`src/rtl/pcm_rx_pkg.sv`:
```
package pcm_rx_pkg;
    typedef enum logic [1:0] {
        ST_WAIT_SYNC = 2'd0,
        ST_SLOT      = 2'd1,
        ST_HOLD      = 2'd2
    } rx_state_t;
endpackage

```
`src/rtl/pcm_rx_sipo.sv`:
```
// Serial-in parallel-out register with bit counter.
module pcm_rx_sipo #(
    parameter int WORD_W = 8,
    parameter int BIT_W  = 3
) (
    input  logic              clk,
    input  logic              rst_n,
    input  logic              clear,
    input  logic              shift_en,
    input  logic              ser_data,
    output logic              word_done,
    output logic [WORD_W-1:0] full_word,
    output logic              partial
);
    localparam logic [BIT_W-1:0] LAST_BIT = BIT_W'(WORD_W - 1);

    logic [WORD_W-1:0] shreg_q;
    logic [BIT_W-1:0]  bit_cnt_q;

    assign full_word = {shreg_q[WORD_W-2:0], ser_data};
    assign word_done = shift_en && (bit_cnt_q == LAST_BIT);
    assign partial   = (bit_cnt_q != '0);

    always_ff @(posedge clk) begin
        if (!rst_n) begin
            shreg_q   <= '0;
            bit_cnt_q <= '0;
        end else if (clear) begin
            bit_cnt_q <= '0;
        end else if (shift_en) begin
            shreg_q   <= full_word;
            bit_cnt_q <= word_done ? '0 : bit_cnt_q + 1'b1;
        end
    end

    // idle cycles leave the bit count alone
    p_count_frozen_r6: assert property (@(posedge clk) disable iff (!rst_n)
        (!shift_en && !clear) |=> $stable(bit_cnt_q));

    // count never passes the last bit of a word
    p_count_range_r3: assert property (@(posedge clk) disable iff (!rst_n)
        bit_cnt_q <= LAST_BIT);
endmodule

```
`src/rtl/pcm_rx_ctrl.sv`:
```
// Frame/slot state machine.
module pcm_rx_ctrl
    import pcm_rx_pkg::*;
#(
    parameter int NUM_CH = 4,
    parameter int SLOT_W = 2
) (
    input  logic              clk,
    input  logic              rst_n,
    input  logic              frame_sync,
    input  logic              bit_en,
    input  logic              word_done,
    input  logic              partial,
    output logic              shift_en,
    output logic [SLOT_W-1:0] slot,
    output logic              misalign,
    output rx_state_t         state
);
    localparam logic [SLOT_W-1:0] LAST_SLOT = SLOT_W'(NUM_CH - 1);

    rx_state_t         state_q, state_d;
    logic [SLOT_W-1:0] slot_q, slot_d;
    logic              misalign_q, misalign_d;

    assign shift_en = (state_q == ST_SLOT) && bit_en && !frame_sync;

    always_ff @(posedge clk) begin
        if (!rst_n) begin
            state_q    <= ST_WAIT_SYNC;
            slot_q     <= '0;
            misalign_q <= 1'b0;
        end else begin
            state_q    <= state_d;
            slot_q     <= slot_d;
            misalign_q <= misalign_d;
        end
    end

    always_comb begin
        state_d    = state_q;
        slot_d     = slot_q;
        misalign_d = 1'b0;
        unique case (state_q)
            ST_WAIT_SYNC: begin
                state_d = ST_WAIT_SYNC;
            end
            ST_SLOT: begin
                if (word_done) begin
                    if (slot_q == LAST_SLOT) begin
                        state_d = ST_HOLD;
                    end else begin
                        slot_d = slot_q + 1'b1;
                    end
                end
            end
            ST_HOLD: begin
                state_d = ST_HOLD;
            end
            default: begin
                state_d = ST_WAIT_SYNC;
            end
        endcase
        if (frame_sync) begin
            state_d    = ST_SLOT;
            slot_d     = '0;
            misalign_d = (state_q == ST_SLOT) && partial;
        end
    end

    assign slot     = slot_q;
    assign misalign = misalign_q;
    assign state    = state_q;

    // the misalignment flag is a single-cycle pulse
    p_misalign_pulse_r7: assert property (@(posedge clk) disable iff (!rst_n)
        misalign_q |=> !misalign_q);

    // a sync always restarts at channel 0
    p_sync_restart_r7: assert property (@(posedge clk) disable iff (!rst_n)
        frame_sync |=> (state_q == ST_SLOT) && (slot_q == '0));

    // slots step by one in order
    p_slot_advance_r4: assert property (@(posedge clk) disable iff (!rst_n)
        (word_done && !frame_sync && slot_q != LAST_SLOT) |=> slot_q == $past(slot_q) + 1'b1);

    // slot index stays in range
    p_slot_range_r4: assert property (@(posedge clk) disable iff (!rst_n)
        slot_q <= LAST_SLOT);
endmodule

```
`src/rtl/pcm_rx_bank.sv`:
```
// Per-channel holding registers and update strobes.
module pcm_rx_bank #(
    parameter int NUM_CH = 4,
    parameter int WORD_W = 8,
    parameter int SLOT_W = 2
) (
    input  logic                           clk,
    input  logic                           rst_n,
    input  logic                           load,
    input  logic [SLOT_W-1:0]              slot,
    input  logic [WORD_W-1:0]              full_word,
    output logic [NUM_CH-1:0][WORD_W-1:0]  ch_word,
    output logic [NUM_CH-1:0]              ch_strobe
);
    for (genvar i = 0; i < NUM_CH; i++) begin : g_ch
        logic hit;
        assign hit = load && (slot == SLOT_W'(i));

        always_ff @(posedge clk) begin
            if (!rst_n) begin
                ch_word[i]   <= '0;
                ch_strobe[i] <= 1'b0;
            end else begin
                ch_strobe[i] <= hit;
                if (hit) begin
                    ch_word[i] <= full_word;
                end
            end
        end

        // a channel word only changes together with its strobe
        p_hold_word_r5: assert property (@(posedge clk) disable iff (!rst_n)
            !ch_strobe[i] |-> $stable(ch_word[i]));
    end

    // never more than one channel strobe
    p_one_strobe_r11: assert property (@(posedge clk) disable iff (!rst_n)
        $onehot0(ch_strobe));
endmodule

```
`src/rtl/pcm_tdm_demux.sv`:
```
module pcm_tdm_demux
    import pcm_rx_pkg::*;
#(
    parameter int WORD_W = 8,
    parameter int NUM_CH = 4
) (
    input  logic                          clk,
    input  logic                          rst_n,
    input  logic                          ser_data,
    input  logic                          bit_en,
    input  logic                          frame_sync,
    output logic [NUM_CH-1:0][WORD_W-1:0] ch_word,
    output logic [NUM_CH-1:0]             ch_strobe,
    output logic                          misalign
);
    localparam int BIT_W  = (WORD_W > 1) ? $clog2(WORD_W) : 1;
    localparam int SLOT_W = (NUM_CH > 1) ? $clog2(NUM_CH) : 1;

    logic              shift_en;
    logic              word_done;
    logic              partial;
    logic [WORD_W-1:0] full_word;
    logic [SLOT_W-1:0] slot;
    rx_state_t         state;

    pcm_rx_ctrl #(.NUM_CH(NUM_CH), .SLOT_W(SLOT_W)) u_ctrl (
        .clk(clk), .rst_n(rst_n), .frame_sync(frame_sync), .bit_en(bit_en),
        .word_done(word_done), .partial(partial), .shift_en(shift_en),
        .slot(slot), .misalign(misalign), .state(state)
    );

    pcm_rx_sipo #(.WORD_W(WORD_W), .BIT_W(BIT_W)) u_sipo (
        .clk(clk), .rst_n(rst_n), .clear(frame_sync), .shift_en(shift_en),
        .ser_data(ser_data), .word_done(word_done), .full_word(full_word),
        .partial(partial)
    );

    pcm_rx_bank #(.NUM_CH(NUM_CH), .WORD_W(WORD_W), .SLOT_W(SLOT_W)) u_bank (
        .clk(clk), .rst_n(rst_n), .load(word_done), .slot(slot),
        .full_word(full_word), .ch_word(ch_word), .ch_strobe(ch_strobe)
    );

    // a strobe follows a cycle that accepted a bit
    p_strobe_needs_bit_r3: assert property (@(posedge clk) disable iff (!rst_n)
        (|ch_strobe) |-> ($past(bit_en) && !$past(frame_sync)));

    // once the frame is complete, no strobe until a new sync
    p_hold_quiet_r9: assert property (@(posedge clk) disable iff (!rst_n)
        (state == ST_HOLD && !frame_sync) |=> (ch_strobe == '0));

    // misalignment only follows a sync
    p_misalign_cause_r7: assert property (@(posedge clk) disable iff (!rst_n)
        misalign |-> $past(frame_sync));
endmodule

```
`config.mk`:
```
export PLATFORM = sky130hd
export DESIGN_NAME = pcm_tdm_demux
export DESIGN_NICKNAME = d
export VERILOG_FILES = /design/src/rtl/pcm_rx_pkg.sv /design/src/rtl/pcm_rx_sipo.sv /design/src/rtl/pcm_rx_ctrl.sv /design/src/rtl/pcm_rx_bank.sv /design/src/rtl/pcm_tdm_demux.sv
export SDC_FILE = /design/constraint.sdc
export NUM_CORES = 1
export LEC_CHECK = 0
export BUFFER_PORTS_ARGS = -buffer_cell sky130_fd_sc_hd__clkbuf_2
export CORE_UTILIZATION = 47
export CTS_CLUSTER_SIZE = 25
export DETAILED_ROUTE_END_ITERATION = 10
export GPL_TIMING_DRIVEN = 0
export HOLD_SLACK_MARGIN = 0.02
export PLACE_DENSITY = 0.7
export SLEW_MARGIN = 10
export SYNTH_ARGS = -nofsm -noshare
export SYNTH_HDL_FRONTEND = slang
export SYNTH_SLANG_ARGS = --single-unit
```
`constraint.sdc`:
```
create_clock -name clk -period 2.14 [get_ports clk]
set_clock_uncertainty 0.2 [all_clocks]
set_input_delay 0.214 -clock clk [delete_from_list [all_inputs] [get_ports clk]]
set_output_delay 0.214 -clock clk [all_outputs]
set_load 0.1 [all_outputs]
```
[After elaboration in Yosys (flattened, before gate mapping)]
Index checks and enable logic that the tools add are counted.
Storage, ports and cells
  output and inout bits: 37
  register bits after elaboration: 51
  word-level logic and storage cells: 51
Cells by class
  reductions and logical operators: 17
  muxes and demuxes: 5
  $add $sub $neg: 2
  equality and inequality tests: 10
  bitwise operators: 3
Operators by type and width (count)
  $logic_and A1 B1 Y1: 8
  $reduce_and A2 Y1: 4
  $eq A2 B2 Y1 const B: 3
  $ne A3 B2 Y1 const B: 2
  $eq A2 B1 Y1 const B: 2
  $mux W2: 2
  $ne A2 B1 Y1 const B: 2
  $pmux W2 S2: 1
  $add A3 B1 Y3 const B: 1
  $eq A3 B3 Y1 const B: 1
  $mux W3: 1
  $not A1 Y1: 3
  $reduce_and A3 Y1: 1
  $reduce_bool A3 Y1: 1
  $add A2 B1 Y2 const B: 1
  $logic_not A2 Y1: 1
  $reduce_or A2 Y1: 1
  $logic_not A1 Y1: 1
  $mux W1: 1

[Logic depth before layout (Yosys ltp)]
Gate-level depths: netlist of run 1.
  depth in word-level cells: 7
  gate-level depth with buffers: 8
  depth with buffers taken out: 5

[Cells and area by module]
Synthesis of run 1 repeated with hierarchy kept, for this count alone.
Unflattened totals
  cells, all modules: 205
  area total of the unflattened synthesis: 2030.7 um^2
Modules (own cells, without submodules)
  pcm_rx_bank: cells each 127, times used 1, area an instance 1298.7 um^2, sequential area each 720.7 um^2
  pcm_rx_sipo: cells each 51, times used 1, area an instance 483.0 um^2, sequential area each 200.2 um^2
  pcm_rx_ctrl: cells each 27, times used 1, area an instance 249.0 um^2, sequential area each 100.1 um^2

[Worst setup path after synthesis of run 1]
No wires, ideal clock.
  path kind: register to register
  start: reg u_sipo.bit_cnt_q[0]
  end: reg u_bank.ch_word[0] (netlist name)
  path buffers: 1
  period minus slack after synthesis: 1.786 ns
  setup time: 0.072 ns
  required time: 1.868 ns
  data arrival time: 1.514 ns
  stages on the path, launching flop included: 7
  setup slack: 0.354 ns
  cells stage by stage: dfxtp_1 ha_1 ha_1 and4b_2 buf_4 nand2_2 mux2i_1
Between the ends
  cells in the longest elaborated chain, start to end: 3
RTL lines
  from (decl): line pcm_rx_sipo.sv:18  | logic [BIT_W-1:0] bit_cnt_q;
  from (signal assigned): line pcm_rx_sipo.sv:32  | bit_cnt_q <= word_done ? '0 : bit_cnt_q + 1'b1;
  $eq A3 B3 Y1: line pcm_rx_sipo.sv:21  | assign word_done = shift_en && (bit_cnt_q == LAST_BIT);
  $logic_and A1 B1 Y1: line pcm_rx_sipo.sv:21
  $logic_and A1 B1 Y1: line pcm_rx_bank.sv:17  | assign hit = load && (slot == SLOT_W'(i));
  to (signal, indexed assignment): line pcm_rx_bank.sv:26  | ch_word[i] <= full_word;
  to (decl): line pcm_rx_bank.sv:12  | output logic [NUM_CH-1:0][WORD_W-1:0] ch_word,
No other way between the ends.
A chain may end at the register's enable or synchronous reset.

[Final worst setup path of run 1]
  start: reg u_sipo.bit_cnt_q[0]
  end: reg u_bank.ch_word[5] (netlist name)
The elaborated chain is that of the path after synthesis.

==> impl_metrics.yaml, run 1 <==
place:
  dp_hpwl_um: 2739
  io_buffers: 40
  dp_slack_ns: 0.1547
  placed_cell_area_mm2: 0.002296
  place_congestion: 0.6777
cts:
  cts_tree: "built"
  cts_buffers: 5
  h-tree-depth: 2
  clk_latency_ns: 0.30
  clock-root-buffer: "clkbuf_8"
  clk_pin_slew_ns: 0.09
  clk_path_buf_depth: 2
  post_cts_resize_count: 0
  cts_sinks: 51
synthesis:
  synth-seq-area-share: 0.5022
  ys_warn_count: 0
  synthCells: 207
  synth.cell_area_mm2: 0.002033
  synth_cell_types: 28
  syn_avg_cell_area_um2: 9.822
  synth.net_count: 220
  synth-seq-cells: 51
sta:
  drv_slew: 0
  fin_tns_setup_ns: 0
  fin_crit_sh: 0.9349
  setup_violations: 0
  relSlewSlack: 0.6392
  fin_crit_ns: 2.001
  final_hold_viol_count: 0
  rsz0062_at_grt: "false"
  tightest_slew_ns: 0.5436
  max_freq_mhz: 499.8
  setup_ws_ns: 0.1394
global_routing:
  grt_usage: 0.1848
  grt_first_pass_wirelength_um: 6175
  antenna_found_initial: 0
  grt_start_max_net_pins: 17
  grt_pass1_vias: 1312
  overflow: 0
critical_path:
  regToRegStartpoint: "u_sipo.bit_cnt_q[0]"
  regToRegSetupSlack_ns: 0.14
  endpoint: "u_bank.ch_word[5]"
  worst-r2r-cell-count: 6
  worst_setup_path_start_kind: "flip-flop"
  crit_arrival_ns: 2.03
  worstSetupPathType: "flip-flop to flip-flop"
  crit_path_start: "u_sipo.bit_cnt_q[0]"
  critical_path.endpoint_type: "flip-flop"
  crit_required_ns: 2.17
  worstReg2RegEnd: "u_bank.ch_word[5]"
  critical_path_peak_fanout: 9
finish:
  final_util: 0.5964
  layout_common_cells: "nand2_1, dfxtp_1, clkbuf_2"
  nets: 269
  stdcell_area_mm2: 0.002437
  mostFrequentLayoutCell: "nand2_1"
  n_antenna_cell: 0
  drive_gt1_frac: 0.2296
  synthToLayoutAreaGrowth_pct: 19.88
route:
  routed_wl_um: 3847
  dr.first_iter.drc_count: 31
  wl_per_cell_um: 12.53
  postRouteAntennaNets: 0
  drc: 0
  vias_per_cell: 4.909
  vias: 1507
  dr.pass1.iters: 4
die:
  die_w_um: 67.77
  ios: 42
  core_area_mm2: 0.004086
  rows: 23
  die_area_mm2: 0.004593
  start_util: 0.4976
  die_h_um: 67.77
worst_hold_path:
  hp-class: "input port to flip-flop"
pwr:
  p_total_mw: 1.702
  power_density_mw_per_mm2: 698.1
  vdd_drop_max_mv: 0.4333
  p_leak_nw: 1.152
status:
  outcome: "completed"
run:
  cap_violations: 0
worst max-delay path, stage by stage, from the launching register on:
cell and delay, ns:
dfxtp_1 0.35, ha_1 0.21, ha_1 0.28, and4b_2 0.28, buf_4 0.16, nand2_2 0.24
mux2i_1 0.23
through the flow:
step,hold slack [ns],cells
floorplan,0.1423,207
global placement,0.2438,297
detailed placement,0.2474,297
CTS,0.04879,307
global route,0.05744,307
finish,0.05985,307
cell type report:
type                       count  area [µm²]
buffer                        11       68.82
clock buffer                   6       82.58
multi-input combinational    139       920.9
timing repair buffer          42       220.2
fill                         369        1649
sequential                    51        1021
inverter                       6       22.52
tap                           50       62.56
clock inverter                 2       38.79
logic make-up (layout without fill, tap and decap cells):
| family | Yosys count | in the layout | share of synthesized area |
|---|---|---|---|
| buffers and inverters | 17 | 67 | 0.04492 |
| AO/OA/AOI/OAI | 17 | 17 | 0.05231 |
| AND/OR/NAND/NOR | 81 | 81 | 0.1889 |
| flip-flops | 51 | 51 | 0.5022 |
| adder cells (fa/ha/maj) | 8 | 8 | 0.04923 |
| multiplexers | 33 | 33 | 0.1625 |
metal layers:
metal | global-route usage | vias up | routed length (µm)
met2 | 0.3045 | 30 | 1743
met5 | 0 | - | 0
met4 | 0.07292 | 0 | 56
met3 | 0.04561 | 6 | 122
met1 | 0.2294 | 693 | 1925
li1 | - | 778 | -
registers in the layout, indices dropped and copies added (netlist names):
signal	count
u_bank.ch_strobe	4
u_bank.ch_word	32
u_ctrl.misalign	1
u_ctrl.slot	2
u_ctrl.state	2
u_sipo.bit_cnt_q	3
u_sipo.shreg_q	7
where the power goes:
| part | switching (mW) | internal, mW |
|---|---|---|
| clock network | 0.310 | 0.385 |
| registers | 0.00174 | 0.951 |
| logic | 0.0343 | 0.0195 |
how the worst min path moves through the flow:
stage	endpoint	cells past startpoint	startpoint
2_1_floorplan	u_ctrl.misalign	2	frame_sync
3_3_place_gp	u_bank.ch_word[30]	2	u_bank.ch_word[30]
3_5_place_dp	u_bank.ch_word[15]	2	u_bank.ch_word[15]
4_1_cts	u_sipo.bit_cnt_q[2]	3	bit_en
5_1_grt	u_sipo.bit_cnt_q[2]	3	bit_en
6_report	u_sipo.bit_cnt_q[2]	3	bit_en
synthesized netlist by cell type:
library cell / count / share of area
buf_4: 1 / 0.0037
ha_1: 8 / 0.049
nor2b_1: 1 / 0.0031
and3b_1: 1 / 0.0043
nand3b_1: 2 / 0.0074
buf_2: 1 / 0.0025
nand3_1: 3 / 0.0074
o21ai_0: 2 / 0.0049
nor2_1: 2 / 0.0037
a31oi_1: 1 / 0.0031
and3_1: 3 / 0.0092
or3_1: 1 / 0.0031
a21boi_0: 7 / 0.026
and3_4: 1 / 0.0055
a21o_1: 1 / 0.0037
dfxtp_1: 51 / 0.50
mux2i_1: 33 / 0.16
clkbuf_1: 6 / 0.011
inv_1: 6 / 0.011
nand2_4: 1 / 0.0055
and2_2: 1 / 0.0037
nand2b_1: 2 / 0.0062
a21oi_1: 6 / 0.015
nand2_2: 2 / 0.0062
nand2_1: 57 / 0.11
nand4b_1: 3 / 0.013
and4b_2: 1 / 0.0055
buf_6: 3 / 0.017
repair_timing:
item,CTS,global route
endpoints found under the hold margin,2,0
endpoints found under the setup margin,0,0
hold buffers,2,0
buffers inserted,0,0
Power figures use the tool's default switching activity.
==> inputs of run 2 (changes only) <==
--- a/config.mk
+++ b/config.mk
@@ -5,13 +5,16 @@
 export SDC_FILE = /design/constraint.sdc
 export NUM_CORES = 1
 export LEC_CHECK = 0
+export ABC_AREA = 1
 export BUFFER_PORTS_ARGS = -buffer_cell sky130_fd_sc_hd__clkbuf_2
-export CORE_UTILIZATION = 47
+export CELL_PAD_IN_SITES_DETAIL_PLACEMENT = 1
+export CELL_PAD_IN_SITES_GLOBAL_PLACEMENT = 1
+export CORE_UTILIZATION = 39
 export CTS_CLUSTER_SIZE = 25
 export DETAILED_ROUTE_END_ITERATION = 10
 export GPL_TIMING_DRIVEN = 0
 export HOLD_SLACK_MARGIN = 0.02
-export PLACE_DENSITY = 0.7
+export PLACE_DENSITY = 0.78
 export SLEW_MARGIN = 10
 export SYNTH_ARGS = -nofsm -noshare
 export SYNTH_HDL_FRONTEND = slang
==> run 2 against run 1 <==
  * Highest routed layer unchanged
  * Sequential share of layout area rose by 0.13 points
  * Die area rose by 21%
  * Area after synthesis rose by 0.86%
  * Critical endpoint is now u_bank.ch_word[0]
  * Total power fell by 6.5%
  * Global-route usage fell by 0.17 points
  * Via count rose by 17%
==> impl_metrics.yaml, run 2 <==
pwr:
  clkPwrFrac: 0.344
  p_seq_frac: 0.606
  vdd_drop_max_mv: 0.2734
  swShare: 0.2378
  p_leak_nw: 1.173
  intPower_mw: 1.212
  combPwrFrac: 0.050
  p_total_mw: 1.590
  p_sw_mw: 0.3782
  power_density_mw_per_mm2: 654.5
route:
  postRouteAntennaNets: 0
  dr.pass1.iters: 4
  wl_per_cell_um: 12.11
  drc: 0
  routed_wl_um: 4673
  vias_per_cell: 4.578
  vias: 1767
  dr.first_iter.drc_count: 70
cts:
  cts_buffers: 5
  clk_pin_slew_ns: 0.09
  cts_hold_buf: 1
  clk_path_buf_depth: 2
  clock-root-buffer: "clkbuf_8"
  clk_latency_ns: 0.31
  cts_tree: "built"
  post_cts_resize_count: 0
  cts_sinks: 51
  postCtsSetupRepairBufs: 0
  h-tree-depth: 2
sta:
  final_hold_viol_count: 0
  fin_tns_setup_ns: 0
  tightest_slew_ns: 0.5441
  fin_crit_sh: 0.8746
  max_freq_mhz: 534.3
  rsz0062_at_grt: "false"
  setup_violations: 0
  relSlewSlack: 0.6388
  fin_crit_ns: 1.872
  setup_ws_ns: 0.2684
  drv_slew: 0
critical_path:
  critical_path_peak_fanout: 10
  worst-r2r-cell-count: 10
  regToRegStartpoint: "u_ctrl.state[1]"
  worstReg2RegEnd: "u_bank.ch_word[0]"
  crit_path_start: "u_ctrl.state[1]"
  regToRegSetupSlack_ns: 0.27
  worstSetupPathType: "flip-flop to flip-flop"
  worst_setup_path_start_kind: "flip-flop"
  critical_path.endpoint_type: "flip-flop"
  crit_arrival_ns: 1.88
  crit_required_ns: 2.15
  endpoint: "u_bank.ch_word[0]"
synthesis:
  synth-seq-area-share: 0.4979
  synth.cell_area_mm2: 0.002051
  synth_flop_cell: "dfxtp_1"
  yosysMostFrequentCell: "nor2_1"
  synthCells: 267
  synthArstFlopShare: 0
  ys_warn_count: 0
  synth.largest_area_cell: "dfxtp_1"
  synth_area_leaders: "dfxtp_1, nor2_1, nand2_1, ha_1, inv_1"
  synth_commonest_cells: "nor2_1, nand2_1, dfxtp_1, inv_1, a21oi_1"
  synth_top_area_frac: 0.4979
  synth-edff-count: 0
  synth_cell_types: 19
  synth.net_count: 280
  synth-seq-cells: 51
  syn_avg_cell_area_um2: 7.681
finish:
  top_regs: "u_bank.ch_word x32, u_sipo.shreg_q x7, u_bank.ch_strobe x4"
  largest_register_ffs: 32
  nets: 328
  final-seq-area_mm2: 0.001021
  n_antenna_cell: 0
  multiInputGateArea_um2: 877.1
  final.fill_count: 686
  stdcell_area_mm2: 0.002430
  synthToLayoutAreaGrowth_pct: 18.49
  regMostFlops: "u_bank.ch_word"
  drive_gt1_frac: 0.1835
  mostFrequentLayoutCell: "nor2_1"
  layout_common_cells: "nor2_1, nand2_1, dfxtp_1"
run:
  cap_violations: 0
place:
  dp_hpwl_um: 3437
  placed_cell_area_mm2: 0.002338
  dp_slack_ns: 0.2671
  io_buffers: 40
  place_congestion: 0.7251
global_routing:
  antenna_found_initial: 0
  grt_first_pass_wirelength_um: 7562
  grt_start_max_net_pins: 15
  grt_usage: 0.1831
  overflow: 0
  grt_pass1_vias: 1684
die:
  die_area_mm2: 0.005552
  ios: 42
  rows: 26
  core_area_mm2: 0.005075
  die_h_um: 74.52
  start_util: 0.4041
  die_w_um: 74.52
worst_hold_path:
  hp-class: "input port to flip-flop"
status:
  outcome: "completed"
run 2: through the flow:
| step | utilization | cells | hold WS (ns) |
|---|---|---|---|
| final | 0.4788 | 386 | 0.03028 |
| after global routing | 0.4788 | 386 | 0.05203 |
| after CTS | 0.4788 | 386 | 0.02885 |
| after detailed placement | 0.4608 | 377 | 0.2648 |
| after global placement | 0.4608 | 377 | 0.2590 |
| after floorplan | - | 267 | 0.1207 |
run 2: per-layer routing:
layer	track usage	wire, µm	up-vias
met3	0.04201	159	5
met5	0	0	-
met2	0.3163	2344	27
met4	0.06918	79	0
met1	0.2209	2089	823
li1	-	-	912
run 2: final cells by class:
cell class              instances  area share
well taps                      70     0.03605
inverters                      24     0.03708
clock buffers                   7     0.03141
clock inverters                 1    0.002060
flip-flops and latches         51      0.4202
repair buffers                 41     0.08651
multi-input cells             182      0.3610
plain buffers                  10     0.02575
run 2: cell families (layout without fill, tap and decap cells):
family | count (synthesis) | count (layout) | synth area share
buffers and inverters | 34 | 83 | 0.07443
DFF | 51 | 51 | 0.4979
and+or+nand+nor | 144 | 144 | 0.3057
AOI/OAI and AO/OA | 30 | 30 | 0.07321
adders and majority gates | 8 | 8 | 0.04881
run 2: worst min-delay path by stage:
| stage | startpoint | to | slack, ns | cells after the start |
|---|---|---|---|---|
| final | frame_sync | u_ctrl.state[0] | 0.03 | 3 |
| after global routing | frame_sync | u_ctrl.state[0] | 0.05 | 3 |
| after CTS | frame_sync | u_ctrl.state[0] | 0.03 | 3 |
| after detailed placement | u_sipo.bit_cnt_q[2] | u_ctrl.misalign | 0.26 | 2 |
| after global placement | u_sipo.bit_cnt_q[2] | u_ctrl.misalign | 0.26 | 2 |
| after floorplan | frame_sync | u_ctrl.state[0] | 0.12 | 2 |
run 2: worst max-delay path, stage by stage (launching register included):
cell and delay (ns):
dfxtp_1 0.32, inv_1 0.07, ha_1 0.25, nand2_2 0.13, nor2_8 0.17, nand2_4 0.15, nor2_8 0.17, buf_6 0.16
nand2_1 0.06, nand2_1 0.06, nor2_1 0.04
run 2: power groups by stage:
stage	Clock (mW)	Combinational, mW	Sequential, mW
final	0.548	0.0792	0.963
after global routing	0.596	0.0903	0.965
after CTS	0.557	0.0804	0.964
after detailed placement	0	0.0786	0.986
after global placement	0	0.0769	0.985
after floorplan	0	0.0535	0.984
==> inputs of run 3 (changes only) <==
--- a/config.mk
+++ b/config.mk
@@ -9,12 +9,12 @@
 export BUFFER_PORTS_ARGS = -buffer_cell sky130_fd_sc_hd__clkbuf_2
 export CELL_PAD_IN_SITES_DETAIL_PLACEMENT = 1
 export CELL_PAD_IN_SITES_GLOBAL_PLACEMENT = 1
-export CORE_UTILIZATION = 39
+export CORE_UTILIZATION = 35
 export CTS_CLUSTER_SIZE = 25
 export DETAILED_ROUTE_END_ITERATION = 10
 export GPL_TIMING_DRIVEN = 0
 export HOLD_SLACK_MARGIN = 0.02
-export PLACE_DENSITY = 0.78
+export PLACE_DENSITY = 0.72
 export SLEW_MARGIN = 10
 export SYNTH_ARGS = -nofsm -noshare
 export SYNTH_HDL_FRONTEND = slang
==> run 3 against run 2 <==
  * Setup slack got worse by 0.0011 ns
  * Global-route usage fell by 2.0 points
  * Clock-buffer cell count fell by 1
  * Critical endpoint unchanged
==> impl_metrics.yaml, run 3 (synthesized netlist as in run 2, its figures left out) <==
critical_path:
  regToRegStartpoint: "u_ctrl.state[1]"
  slowest_stage: "dfxtp_1"
  slowest_delay_ns: 0.30
  crit_arrival_ns: 1.87
  critPathTopFamily: "simple AND/OR/NAND/NOR gates"
  critical_path_peak_fanout: 10
  cp.buffers_inverters: 2
  worst-r2r-cell-count: 10
  regToRegSetupSlack_ns: 0.27
  worstPathCellList: "inv_1 > ha_1 > nand2_2 > nor2_8 > nand2_4 > nor2_8 > buf_6 > nand2_1 > nand2_1 > nor2_1"
  worst_setup_path_start_kind: "flip-flop"
  crit_required_ns: 2.14
  critical_path.endpoint_type: "flip-flop"
  worstSetupPathType: "flip-flop to flip-flop"
  worstReg2RegEnd: "u_bank.ch_word[0]"
finish:
  multiInputGateArea_um2: 877.1
  mostFrequentLayoutCell: "nor2_1"
  n_antenna_cell: 0
  nets: 328
  regMostFlops: "u_bank.ch_word"
  final-seq-area_mm2: 0.001021
  final.fill_count: 747
  layout_common_cells: "nor2_1, nand2_1, dfxtp_1"
  stdcell_area_mm2: 0.002424
  top_regs: "u_bank.ch_word x32, u_sipo.shreg_q x7, u_bank.ch_strobe x4"
  drive_gt1_frac: 0.1815
  synthToLayoutAreaGrowth_pct: 18.18
  largest_register_ffs: 32
global_routing:
  grt_start_max_net_pins: 14
  antenna_found_initial: 0
  grt_usage: 0.1631
  overflow: 0
  grt_pass1_vias: 1683
  grt_first_pass_wirelength_um: 7741
sta:
  rsz0062_at_grt: "false"
  fin_crit_sh: 0.8751
  setup_violations: 0
  drv_slew: 0
  fin_tns_setup_ns: 0
  tightest_slew_ns: 0.5494
  relSlewSlack: 0.6353
  fin_crit_ns: 1.873
  max_freq_mhz: 534.0
  final_hold_viol_count: 0
  setup_ws_ns: 0.2673
cts:
  h-tree-depth: 2
  clk_path_buf_depth: 2
  clock-root-buffer: "clkbuf_8"
  clk_pin_slew_ns: 0.08
  cts_tree: "built"
  post_cts_resize_count: 0
  cts_buffers: 5
  cts_sinks: 51
  clk_latency_ns: 0.30
route:
  drc: 0
  vias_per_cell: 4.474
  dr.first_iter.drc_count: 63
  dr.pass1.iters: 4
  routed_wl_um: 4543
  wl_per_cell_um: 11.77
  vias: 1727
  postRouteAntennaNets: 0
status:
  outcome: "completed"
place:
  place_congestion: 0.7008
  io_buffers: 40
  placed_cell_area_mm2: 0.002341
  dp_hpwl_um: 3439
  dp_slack_ns: 0.2652
die:
  die_w_um: 78.55
  start_util: 0.3679
  die_h_um: 78.55
  ios: 42
  die_area_mm2: 0.006169
  core_area_mm2: 0.005574
  rows: 27
pwr:
  p_total_mw: 1.548
  p_leak_nw: 1.168
  vdd_drop_max_mv: 0.2571
  power_density_mw_per_mm2: 638.9
run:
  cap_violations: 0
worst_hold_path:
  min_from: "frame_sync"
  hp-class: "input port to flip-flop"
  whs_path_depth: 3
  holdPathEnd: "u_ctrl.state[0]"
run 3: cell count changes in the layout (fill, tap and decap cells not counted), sizes merged:
cell    delta
clkbuf     -1
clkinv     -1
run 3: through the flow:
step | hold slack [ns] | std cells | utilization
6_report | 0.05328 | 386 | 0.4348
2_1_floorplan | 0.1207 | 267 | -
5_1_grt | 0.08282 | 386 | 0.4348
3_3_place_gp | 0.2627 | 379 | 0.4200
3_5_place_dp | 0.2718 | 379 | 0.4200
4_1_cts | 0.04043 | 386 | 0.4348
run 3: how the worst max path moves through the flow:
stage / from / end / cells after the start
2_1_floorplan: u_ctrl.state[1] / u_bank.ch_word[14] / 10
5_1_grt: u_ctrl.state[0] / u_bank.ch_word[0] / 9
4_1_cts: u_ctrl.state[1] / u_bank.ch_word[0] / 10
3_3_place_gp: u_ctrl.state[1] / u_bank.ch_word[0] / 10
3_5_place_dp: u_ctrl.state[1] / u_bank.ch_word[0] / 10
6_report: u_ctrl.state[1] / u_bank.ch_word[0] / 10
run 3: layout make-up:
type | instances | share of cell area
clock buffers | 6 | 0.02994
multi-input cells | 182 | 0.3619
flip-flops and latches | 51 | 0.4213
plain buffers | 10 | 0.02581
repair buffers | 41 | 0.08673
inverters | 24 | 0.03717
well taps | 72 | 0.03717
run 3: power by group:
part	switching, mW	internal (mW)	leakage, nW
sequential	0.00620	0.957	0.412
combinational	0.0545	0.0244	0.719
clock	0.288	0.219	0.0371
run 3: worst reg2reg max path: cells and delay by family (launching register included):
family / cells / cell delay, ns
fa+ha+maj: 1 / 0.25
simple gates: 7 / 0.81
flops: 1 / 0.30
buf+inv: 2 / 0.21
run 3: what timing repair did:
action,4_1_cts,5_1_grt
endpoints found under the hold margin,1,0
setup buffers,0,0
hold buffers,1,0
run 3: metal layers:
metal / share of wire / track usage / vias to the layer above / wire length (µm)
met5: 0 / 0 / - / 0
met4: 0.016 / 0.06111 / 0 / 74
met3: 0.034 / 0.03372 / 8 / 153
met2: 0.50 / 0.2852 / 28 / 2249
met1: 0.45 / 0.1944 / 783 / 2066
li1: - / - / 908 / -
